<file path="src/rtl/dtq_pkg.sv">
package dtq_pkg;
   typedef enum logic [1:0] {
      WK_IDLE   = 2'd0,
      WK_FETCH  = 2'd1,
      WK_LAUNCH = 2'd2,
      WK_WAIT   = 2'd3
   } walk_state_t;

   localparam int unsigned EVT_N       = 2;
   localparam int unsigned EVT_DRAINED = 0;
   localparam int unsigned EVT_ROOM    = 1;
endpackage

</file>
<file path="src/rtl/dtq_addr_fifo.sv">
module dtq_addr_fifo #(
   parameter int unsigned DEPTH = 4,
   parameter int unsigned WIDTH = 32,
   localparam int unsigned PTR_W = (DEPTH > 1) ? $clog2(DEPTH) : 1,
   localparam int unsigned CNT_W = $clog2(DEPTH + 1)
) (
   input  logic             clk,
   input  logic             rst_n,
   input  logic             wr_en,
   input  logic [WIDTH-1:0] wr_data,
   input  logic             rd_en,
   input  logic             ovf_clr,
   output logic [WIDTH-1:0] rd_data,
   output logic [CNT_W-1:0] count,
   output logic             full,
   output logic             empty,
   output logic             ovf
);
   logic [WIDTH-1:0] slot_q [DEPTH];
   logic [PTR_W-1:0] wr_ptr, rd_ptr, wr_ptr_nx, rd_ptr_nx;
   logic [CNT_W-1:0] cnt_q;
   logic             ovf_q;
   logic             wr_ok, rd_ok;

   assign full  = (cnt_q == CNT_W'(DEPTH));
   assign empty = (cnt_q == '0);
   assign wr_ok = wr_en && !full;
   assign rd_ok = rd_en && !empty;

   // pointer advance: free wrap for power-of-two depths, compare otherwise
   if ((DEPTH & (DEPTH - 1)) == 0) begin : g_ptr_pow2
      assign wr_ptr_nx = wr_ptr + PTR_W'(1);
      assign rd_ptr_nx = rd_ptr + PTR_W'(1);
   end else begin : g_ptr_wrap
      assign wr_ptr_nx = (wr_ptr == PTR_W'(DEPTH - 1)) ? '0 : wr_ptr + PTR_W'(1);
      assign rd_ptr_nx = (rd_ptr == PTR_W'(DEPTH - 1)) ? '0 : rd_ptr + PTR_W'(1);
   end

   always_ff @(posedge clk) begin
      if (wr_ok) slot_q[wr_ptr] <= wr_data;
   end

   always_ff @(posedge clk or negedge rst_n) begin
      if (!rst_n) begin
         wr_ptr <= '0;
         rd_ptr <= '0;
         cnt_q  <= '0;
         ovf_q  <= 1'b0;
      end else begin
         if (wr_ok) wr_ptr <= wr_ptr_nx;
         if (rd_ok) rd_ptr <= rd_ptr_nx;
         unique case ({wr_ok, rd_ok})
            2'b10:   cnt_q <= cnt_q + CNT_W'(1);
            2'b01:   cnt_q <= cnt_q - CNT_W'(1);
            default: cnt_q <= cnt_q;
         endcase
         ovf_q <= (ovf_q && !ovf_clr) || (wr_en && full);
      end
   end

   assign rd_data = slot_q[rd_ptr];
   assign count   = cnt_q;
   assign ovf     = ovf_q;

   a_r1_push_grows: assert property (@(posedge clk) disable iff (!rst_n)
      (wr_en && !full && !rd_en) |=> (count == CNT_W'($past(count) + CNT_W'(1))))
      else $error("R1: accepted write did not raise occupancy");

   a_r2_drop_keeps: assert property (@(posedge clk) disable iff (!rst_n)
      (wr_en && full && !rd_en) |=> (count == $past(count)))
      else $error("R2: write to full queue changed occupancy");

   a_r2_ovf_sticky: assert property (@(posedge clk) disable iff (!rst_n)
      (ovf && !ovf_clr) |=> ovf)
      else $error("R2: overflow flag lost without clear");
endmodule

</file>
<file path="src/rtl/dtq_chain_walker.sv">
module dtq_chain_walker
   import dtq_pkg::*;
#(
   parameter int unsigned AW = 32
) (
   input  logic          clk,
   input  logic          rst_n,
   input  logic          q_empty,
   input  logic [AW-1:0] q_head,
   input  logic          mem_valid,
   input  logic [AW-1:0] mem_rdata,
   input  logic          eng_done,
   output logic          q_pop,
   output logic          mem_req,
   output logic [AW-1:0] mem_addr,
   output logic          eng_start,
   output logic [AW-1:0] eng_addr,
   output logic          busy,
   output logic          drained
);
   walk_state_t   st_q, st_d;
   logic [AW-1:0] cur_q, cur_d;
   logic [AW-1:0] link_q, link_d;
   logic          chain_last;

   assign chain_last = (link_q == '0);

   always_comb begin
      st_d    = st_q;
      cur_d   = cur_q;
      link_d  = link_q;
      q_pop   = 1'b0;
      drained = 1'b0;
      unique case (st_q)
         WK_IDLE: begin
            if (!q_empty) begin
               q_pop = 1'b1;
               cur_d = q_head;
               st_d  = WK_FETCH;
            end
         end
         WK_FETCH: begin
            if (mem_valid) begin
               link_d = mem_rdata;
               st_d   = WK_LAUNCH;
            end
         end
         WK_LAUNCH: st_d = WK_WAIT;
         WK_WAIT: begin
            if (eng_done) begin
               if (!chain_last) begin
                  cur_d = link_q;
                  st_d  = WK_FETCH;
               end else if (!q_empty) begin
                  q_pop = 1'b1;
                  cur_d = q_head;
                  st_d  = WK_FETCH;
               end else begin
                  drained = 1'b1;
                  st_d    = WK_IDLE;
               end
            end
         end
         default: st_d = WK_IDLE;
      endcase
   end

   always_ff @(posedge clk or negedge rst_n) begin
      if (!rst_n) begin
         st_q   <= WK_IDLE;
         cur_q  <= '0;
         link_q <= '0;
      end else begin
         st_q   <= st_d;
         cur_q  <= cur_d;
         link_q <= link_d;
      end
   end

   assign mem_req   = (st_q == WK_FETCH);
   assign mem_addr  = cur_q;
   assign eng_start = (st_q == WK_LAUNCH);
   assign eng_addr  = cur_q;
   assign busy      = (st_q != WK_IDLE);

   a_r3_req_hold: assert property (@(posedge clk) disable iff (!rst_n)
      (mem_req && !mem_valid) |=> (mem_req && $stable(mem_addr)))
      else $error("R3: read request dropped or address moved before valid");

   a_r5_start_pulse: assert property (@(posedge clk) disable iff (!rst_n)
      eng_start |=> !eng_start)
      else $error("R5: launch longer than one cycle");

   a_r5_start_after_data: assert property (@(posedge clk) disable iff (!rst_n)
      eng_start |-> $past(mem_req && mem_valid))
      else $error("R5: launch without a completed descriptor read");

   a_r6_busy_hold: assert property (@(posedge clk) disable iff (!rst_n)
      (busy && !eng_done) |=> busy)
      else $error("R6: busy fell without engine completion");
endmodule

</file>
<file path="src/rtl/dtq_irq_events.sv">
module dtq_irq_events #(
   parameter int unsigned N = 2
) (
   input  logic         clk,
   input  logic         rst_n,
   input  logic [N-1:0] ev,
   input  logic [N-1:0] en,
   input  logic [N-1:0] clr,
   output logic [N-1:0] pend,
   output logic         irq
);
   logic [N-1:0] pend_q;

   always_ff @(posedge clk or negedge rst_n) begin
      if (!rst_n) pend_q <= '0;
      else        pend_q <= (pend_q & ~clr) | ev;
   end

   assign pend = pend_q;
   assign irq  = |(pend_q & en);

   for (genvar gi = 0; gi < N; gi++) begin : g_src_chk
      a_r9_set_wins: assert property (@(posedge clk) disable iff (!rst_n)
         ev[gi] |=> pend[gi])
         else $error("R9: event did not set pending bit");

      a_r9_w1c: assert property (@(posedge clk) disable iff (!rst_n)
         (clr[gi] && !ev[gi]) |=> !pend[gi])
         else $error("R9: pending bit survived clear");

      a_r9_sticky: assert property (@(posedge clk) disable iff (!rst_n)
         (pend[gi] && !clr[gi]) |=> pend[gi])
         else $error("R9: pending bit lost without clear");
   end
endmodule

</file>
<file path="src/rtl/dtq_sequencer.sv">
module dtq_sequencer
   import dtq_pkg::*;
#(
   parameter int unsigned ADDR_W      = 32,
   parameter int unsigned QUEUE_DEPTH = 4,
   localparam int unsigned CNT_W      = $clog2(QUEUE_DEPTH + 1)
) (
   input  logic              clk,
   input  logic              rst_n,
   input  logic              push_valid,
   input  logic [ADDR_W-1:0] push_addr,
   input  logic              ovf_clr,
   input  logic [EVT_N-1:0]  irq_en,
   input  logic [EVT_N-1:0]  irq_clr,
   output logic              mem_req,
   output logic [ADDR_W-1:0] mem_addr,
   input  logic              mem_valid,
   input  logic [ADDR_W-1:0] mem_rdata,
   output logic              eng_start,
   output logic [ADDR_W-1:0] eng_addr,
   input  logic              eng_done,
   output logic              irq,
   output logic [EVT_N-1:0]  irq_pend,
   output logic              ovf_flag,
   output logic [CNT_W-1:0]  q_count,
   output logic              busy
);
   if (QUEUE_DEPTH < 2) begin : g_bad_depth
      $error("dtq_sequencer: QUEUE_DEPTH must be at least 2");
   end
   if (ADDR_W < 2) begin : g_bad_width
      $error("dtq_sequencer: ADDR_W must be at least 2");
   end

   logic              q_pop, q_full, q_empty, drained;
   logic [ADDR_W-1:0] q_head;
   logic [EVT_N-1:0]  evt;

   dtq_addr_fifo #(.DEPTH(QUEUE_DEPTH), .WIDTH(ADDR_W)) u_fifo (
      .clk     (clk),
      .rst_n   (rst_n),
      .wr_en   (push_valid),
      .wr_data (push_addr),
      .rd_en   (q_pop),
      .ovf_clr (ovf_clr),
      .rd_data (q_head),
      .count   (q_count),
      .full    (q_full),
      .empty   (q_empty),
      .ovf     (ovf_flag)
   );

   dtq_chain_walker #(.AW(ADDR_W)) u_walk (
      .clk       (clk),
      .rst_n     (rst_n),
      .q_empty   (q_empty),
      .q_head    (q_head),
      .mem_valid (mem_valid),
      .mem_rdata (mem_rdata),
      .eng_done  (eng_done),
      .q_pop     (q_pop),
      .mem_req   (mem_req),
      .mem_addr  (mem_addr),
      .eng_start (eng_start),
      .eng_addr  (eng_addr),
      .busy      (busy),
      .drained   (drained)
   );

   always_comb begin
      evt              = '0;
      evt[EVT_DRAINED] = drained;
      evt[EVT_ROOM]    = q_pop && q_full;
   end

   dtq_irq_events #(.N(EVT_N)) u_irq (
      .clk   (clk),
      .rst_n (rst_n),
      .ev    (evt),
      .en    (irq_en),
      .clr   (irq_clr),
      .pend  (irq_pend),
      .irq   (irq)
   );

   a_r7_drain_idle: assert property (@(posedge clk) disable iff (!rst_n)
      $rose(irq_pend[EVT_DRAINED]) |-> !busy)
      else $error("R7: drained raised while a chain runs");

   a_r8_room_level: assert property (@(posedge clk) disable iff (!rst_n)
      $rose(irq_pend[EVT_ROOM]) |-> (q_count == CNT_W'(QUEUE_DEPTH - 1)))
      else $error("R8: room raised without a freed slot");
endmodule

</file>
<file path="config.mk">
export PLATFORM = sky130hd
export DESIGN_NAME = dtq_sequencer
export DESIGN_NICKNAME = d
export VERILOG_FILES = /design/src/rtl/dtq_pkg.sv /design/src/rtl/dtq_addr_fifo.sv /design/src/rtl/dtq_chain_walker.sv /design/src/rtl/dtq_irq_events.sv /design/src/rtl/dtq_sequencer.sv
export SDC_FILE = /design/constraint.sdc
export NUM_CORES = 1
export LEC_CHECK = 0
export BUFFER_PORTS_ARGS = -buffer_cell sky130_fd_sc_hd__buf_2
export CAP_MARGIN = 20
export CORE_ASPECT_RATIO = 0.7
export CORE_UTILIZATION = 55
export DETAILED_ROUTE_END_ITERATION = 8
export GPL_TIMING_DRIVEN = 0
export PLACE_DENSITY = 0.78
export SKIP_CTS_REPAIR_TIMING = 1
export SYNTH_ARGS = -nofsm -noshare
export SYNTH_HDL_FRONTEND = slang
export SYNTH_SLANG_ARGS = --single-unit
</file>
<file path="constraint.sdc">
create_clock -name clk -period 3.41 [get_ports clk]
set_input_delay 0.1705 -clock clk [delete_from_list [all_inputs] [get_ports clk]]
set_output_delay 0.1705 -clock clk [all_outputs]
set_load 0.05 [all_outputs]
</file>
======== Word level (Yosys, flattened, before mapping) ========
Memory sizes are Yosys's and may differ from the RTL's.
Cells that the tools add are included.
operators by class
  $add $sub $neg .......................... 4
  equality and inequality tests ........... 9
  mux-type cells .......................... 21
  bitwise gates (word level) .............. 4
  reductions and logical operators ........ 19
operators by type and width
  operator             number
  $mux 32              3
  $pmux 32 s2          1
  $logic_not 32->1     1
  $mux 1               10
  $mux 2               4
  $pmux 2 s4           1
  $eq 2x2->1 const B   3
  $pmux 3 s2           1
  $reduce_bool 2->1    3
  $logic_and 1x1->1    5
  $add 2x1->2 const B  2
  $and 2x2->2          2
  $eq 2x1->1 const B   2
  $ne 2x2->1 const B   2
  $reduce_and 2->1     2
  $add 3x1->3 const B  1
  $eq 3x3->1 const B   1
  $logic_not 1->1      3
  $logic_not 3->1      1
  $reduce_and 3->1     1
  $sub 3x1->3 const B  1
  $logic_not 2->1      1
  $ne 2x1->1 const B   1
  $not 2->2            1
  other kinds (4)      4
storage, ports and cells
  bits in registers ....................... 76
  memory bits (writable) .................. 128
  input port bits ......................... 74
  output and inout bits ................... 74
  logic and storage cells ................. 66
  memories kept ........................... 1
memory list
  name           words  width  read ports  clocked after Yosys merged registers in  wr ports  RTL line             RTL
  u_fifo.slot_q  4      32     1           0                                        1         dtq_addr_fifo.sv:19  logic [WIDTH-1:0] slot_q [DEPTH];

======== Longest topological paths before layout ========
  depth after elaboration ................. 8
  gate-level depth with buffers ........... 11
  depth with buffers taken out ............ 11

======== Cells and area by module ========
A second synthesis with hierarchy kept.
second synthesis, totals
  cell total of the unflattened synthesis .. 496
  area, all modules ....................... 8690.8 µm²
modules (own cells, without submodules)
  module            instances  cells an instance  area an instance (µm²)  sequential area each (µm²)
  dtq_addr_fifo     1          209                5143.7                  4043.9
  dtq_chain_walker  1          279                3458.3                  1651.6
  dtq_irq_events    1          7                  82.6                    50.0
  dtq_sequencer     1          1                  6.3                     0.0

======== Worst setup path after synthesis ========
No wires, ideal clock.
  path type ............................... reg-to-reg
  start ................................... register u_walk.link_q[27]
  end ..................................... register u_fifo.cnt_q[2] (netlist: u_fifo.count[2])
  library setup time ...................... 82 ps
  arrival time ............................ 2319 ps
  data required time ...................... 3328 ps
  slack ................................... 1008 ps
  stages on the path, launching flop included .. 12
  buffers on the path ..................... 0
  period minus slack after synthesis ...... 2402 ps
  cells stage by stage .................... dfrtp_1 -> nor4_1 -> nand4_1 -> nor3_2 -> o21ai_0 -> inv_1 -> ha_1 -> inv_1 -> fa_1 -> xor2_1 -> nor2_1 -> xor2_1
on the way
  longest elaborated chain between the ends .. 7
  elaborated cells on any way between the ends .. 9
  classes of those cells .................. 2 x eq/ne; 4 x mux; 3 x reduce/logical
RTL lines
  element                                          RTL line                RTL
  start, declared                                  dtq_chain_walker.sv:23  logic [AW-1:0] link_q, link_d;
  start signal, assigned                           dtq_chain_walker.sv:76  link_q <= link_d;
  $logic_not 32->1 *                               dtq_chain_walker.sv:26  assign chain_last = (link_q == '0);
  $mux 1 *                                         dtq_chain_walker.sv:51  if (!chain_last) begin
  $mux 1 *                                         dtq_chain_walker.sv:50  if (eng_done) begin
  $pmux 1 s2 *                                     dtq_chain_walker.sv:34  unique case (st_q)
  $logic_and 1x1->1 *                              dtq_addr_fifo.sv:28     assign rd_ok = rd_en && !empty;
  net u_fifo.rd_ok                                 dtq_addr_fifo.sv:23     logic wr_ok, rd_ok;
  $eq 2x1->1 or $eq 2x2->1 (tied branches)         dtq_addr_fifo.sv:52     unique case ({wr_ok, rd_ok})
  $pmux 3 s2 or $reduce_bool 2->1 (tied branches)  --
  end signal, assigned                             dtq_addr_fifo.sv:53     2'b10: cnt_q <= cnt_q + CNT_W'(1);
  end signal, assigned                             dtq_addr_fifo.sv:54     2'b01: cnt_q <= cnt_q - CNT_W'(1);
  end signal, assigned                             dtq_addr_fifo.sv:55     default: cnt_q <= cnt_q;
  end, declared                                    dtq_addr_fifo.sv:21     logic [CNT_W-1:0] cnt_q;
Mark *: on every way through the listed nets, which the timed path passes. The rest lies on a longest branch.
A chain may end at the register's enable or synchronous reset.

======== Final worst setup path ========
  start ................................... register u_walk.link_q[11]
  end ..................................... register u_fifo.cnt_q[2] (netlist: u_fifo.count[2])
Same word-level chain as after synthesis.

==> impl_metrics.csv <==
group,metric,value,unit
status,status,"finished clean",
logic_synthesis,netlist_area,8556,µm²
pwr,ir_drop,0.6986,mV
job,maxCapViolations,0,
logic_synthesis,synthArstFlopShare,37.25,%
worst_setup_path,cp_slowest_cell,"nor4_1",
global_routing,antenna_found_initial,0,
worst_setup_path,end_kind,"flop",
global_routing,grt_pass1_vias,5380,
timing,finalCritPeriodShare,91.37,%
timing,fin_crit,3.116,ns
cts,clk_pin_slew,0.06,ns
worst_setup_path,crit_chain,"nor4_1 > nand4_1 > nor3_2 > o21ai_0 > inv_1 > ha_1 > inv_1 > fa_1 > xor2_1 > nor2_1 > xor2_1",
min_path,hold_path_depth,3,
logic_synthesis,synthCells,530,
detailed_routing,drtIter0Drc,469,
global_routing,overflow,0,
pwr,p_seq_share,35.5,%
cts,cts-root-buf,"clkbuf_16",
pwr,sw_frac_of_total,40.81,%
global_routing,grt_max_degree,43,
min_path,hp-start,"push_valid",
cts,htree_levels,1,
timing,drv_slew,0,
cts,clockBufferDepth,3,
worst_setup_path,rr_endpoint,"u_fifo.count[2]$_DFFE_PN0P_",
detailed_routing,vias,5684,
pwr,switchingPower,4.567,mW
worst_setup_path,arrival,3.52,ns
worst_setup_path,timing.rr.start,"u_walk.link_q[11]$_DFFE_PN0P_",
floorplan,start_util,57.22,%
worst_setup_path,crit_buf_inv,2,
floorplan,die_area,16070,µm²
place,io_buffers,147,
logic_synthesis,yosysTopAreaCell,"edfxtp_1",
place,hpwl,12890,µm
cells_and_area,drive_above_1_share,38.60,%
place,gp_congestion,0.7840,
cells_and_area,syn2layout_area_growth,28.50,%
worst_setup_path,r2r_cells,11,
worst_setup_path,max_stage_delay,0.58,ns
detailed_routing,routed_wl,20270,µm
worst_setup_path,setup.worst_path.start,"u_walk.link_q[11]$_DFFE_PN0P_",
min_path,hp-class,"input port to flop",
floorplan,row_count,37,
floorplan,pin_count,148,
worst_setup_path,path_max_fanout,4,
logic_synthesis,syn_area_per_cell,16.14,µm²
pwr,pwr-share-comb,44.1,%
logic_synthesis,synth-seq-area-share,67.15,%
logic_synthesis,synth.top_cell.area_share,44.93,%
logic_synthesis,synth_enable_flop_cells,128,
logic_synthesis,netlist-cell-type-count,40,
detailed_routing,drt_pass1_iterations,5,
cts,clk_latency,0.50,ns
detailed_routing,vias_per_cell,5.800,
timing,worst_slew_pin_slew,0.9475,ns
worst_setup_path,path_class,"flop to flop",
logic_synthesis,syn_nets,614,
timing,tns,0,ns
timing,clock_skew,0.01456,ns
timing,slew_headroom,36.83,%
cells_and_area,fin_nets,855,
global_routing,grt_pass1_wl,29790,µm
timing,timing_hold_violations_final,0,
place,dp_slack,0.3359,ns
worst_setup_path,reg2reg_setup_slack,0.29,ns
timing,setup_viol,0,
logic_synthesis,yosysWarnings,0,
pwr,power.internal,6.624,mW
detailed_routing,final_antenna_net_count,0,
min_path,worstHoldEndpoint,"u_fifo.ovf$_DFF_PN0_",
timing,layout_setup_ws,0.2942,ns
floorplan,die_h,106.4,µm
cts,cts_tree,"yes",
global_routing,track_usage,25.08,%
worst_setup_path,cp_top_family,"simple AND/OR/NAND/NOR gates",
pwr,clkPwrFrac,20.4,%
cells_and_area,final_common_cell,"buf_2",
logic_synthesis,ys_ff_latch,204,
cells_and_area,fin_util,73.53,%
logic_synthesis,synth_flop_cell,"edfxtp_1",
cells_and_area,nFillCells,952,
worst_setup_path,start_kind,"flop",
floorplan,die_w,151.1,µm
detailed_routing,drc,0,
cells_and_area,antennaDiodeCount,0,
timing,rsz0062_at_grt,"false",
timing,max_freq,320.9,MHz
worst_setup_path,worstPathRequired,3.81,ns
cells_and_area,final_cell_mix,"buf_2 (154), edfxtp_1 (128), dfrtp_1 (76)",
cts,clock_sinks,204,
cts,cts_made_buffers,20,
detailed_routing,wire_per_inst,20.69,µm
floorplan,core_area,14950,µm²
logic_synthesis,synthTopCellsByArea,"edfxtp_1 (45%), dfrtp_1 (22%), mux4_2 (8.4%)",
pwr,p_leak,4.565,nW
pwr,powerDensity,1018,nW/µm²
cell usage after synthesis, types with 2 or more instances:
cell type  instances
edfxtp_1         128
nor2_1             4
buf_6              4
nor3_1             2
dfrtp_1           76
ha_1               9
xor2_1             2
and3_1             4
mux2_2            33
buf_4             34
nor4_1             8
nand2_1           67
clkbuf_1          10
xnor2_1            4
a221oi_1          30
nand4_1            2
buf_2              8
mux4_2            32
a22o_1            33
buf_1              3
o21ai_0            4
a221o_1            2
inv_1             14
through the flow:
step                instances  total power, mW  hold WS, ns  area, µm²
finish                    980            11.19      0.01331      10990
global route              980            11.70      0.01384      10990
CTS                       912            11.16      -0.3607      10310
detailed placement        876            8.859       0.1589       9623
global placement          872            8.655       0.3497       9535
floorplan                 530            7.594      -0.1251       8556
power groups by stage:
stage | logic (mW) | clock network [mW] | registers (mW)
floorplan | 3.04 | 0 | 4.55
global placement | 4.69 | 0 | 3.96
detailed placement | 4.86 | 0 | 4.00
CTS | 4.89 | 2.31 | 3.96
global route | 5.25 | 2.40 | 4.05
finish | 4.93 | 2.28 | 3.98
cells by family after synthesis:
kind of cell,after synthesis,synth area share (%)
AOI/OAI and AO/OA,76,7.575
xor gates and xnor gates,6,0.6142
adders and majority gates,10,1.550
buffers and inverters,73,5.162
DFF,204,67.15
muxes,66,12.88
and+or+nand+nor,95,5.060
sequential cells by signal (all words and copies together) (netlist names):
register	count
u_fifo.ovf	1
u_fifo.wr_ptr	2
u_fifo.slot_q	128
u_irq.pend	2
u_walk.link_q	32
u_fifo.rd_ptr	2
u_fifo.count	3
u_walk.eng_addr	32
u_walk.st_q	2
final cells by class:
cell class | instances | area (µm²) | area share [%]
Multi-Input combinational cell | 253 | 2374 | 21.59
Timing Repair Buffer | 219 | 1499 | 13.63
Clock buffer | 29 | 594.3 | 5.406
Inverter | 14 | 52.55 | 0.4780
Sequential cell | 204 | 5746 | 52.26
Tap cell | 195 | 244.0 | 2.219
Clock inverter | 7 | 96.34 | 0.8763
Buffer | 59 | 389.1 | 3.539
tightest hold or removal path: cells and delay by family:
| family | cells | cell delay, ns |
|---|---|---|
| AND/OR/NAND/NOR | 1 | 0.08 |
| buffers and inverters | 1 | 0.13 |
| AO/OA/AOI/OAI | 1 | 0.08 |
worst max-delay path by stage:
| stage | slack [ns] | cells past startpoint | endpoint |
|---|---|---|---|
| after floorplan | 1.01 | 11 | u_fifo.count[2]$_DFFE_PN0P_ |
| after global placement | 0.43 | 11 | u_fifo.count[2]$_DFFE_PN0P_ |
| after detailed placement | 0.34 | 11 | u_fifo.count[2]$_DFFE_PN0P_ |
| after CTS | 0.33 | 11 | u_fifo.count[2]$_DFFE_PN0P_ |
| after global routing | 0.11 | 11 | u_fifo.count[2]$_DFFE_PN0P_ |
| final | 0.29 | 11 | u_fifo.count[2]$_DFFE_PN0P_ |
routing by layer:
layer	routed length, µm	share of wire [%]	track usage (%)	up-vias
li1	-	-	-	2506
met1	8787	43	36.72	2880
met2	9563	47	39.12	274
met3	1631	8.0	5.365	24
met4	290	1.4	5.000	0
met5	0	0	0	-
Note: power is estimated with default switching activity, not from simulation.
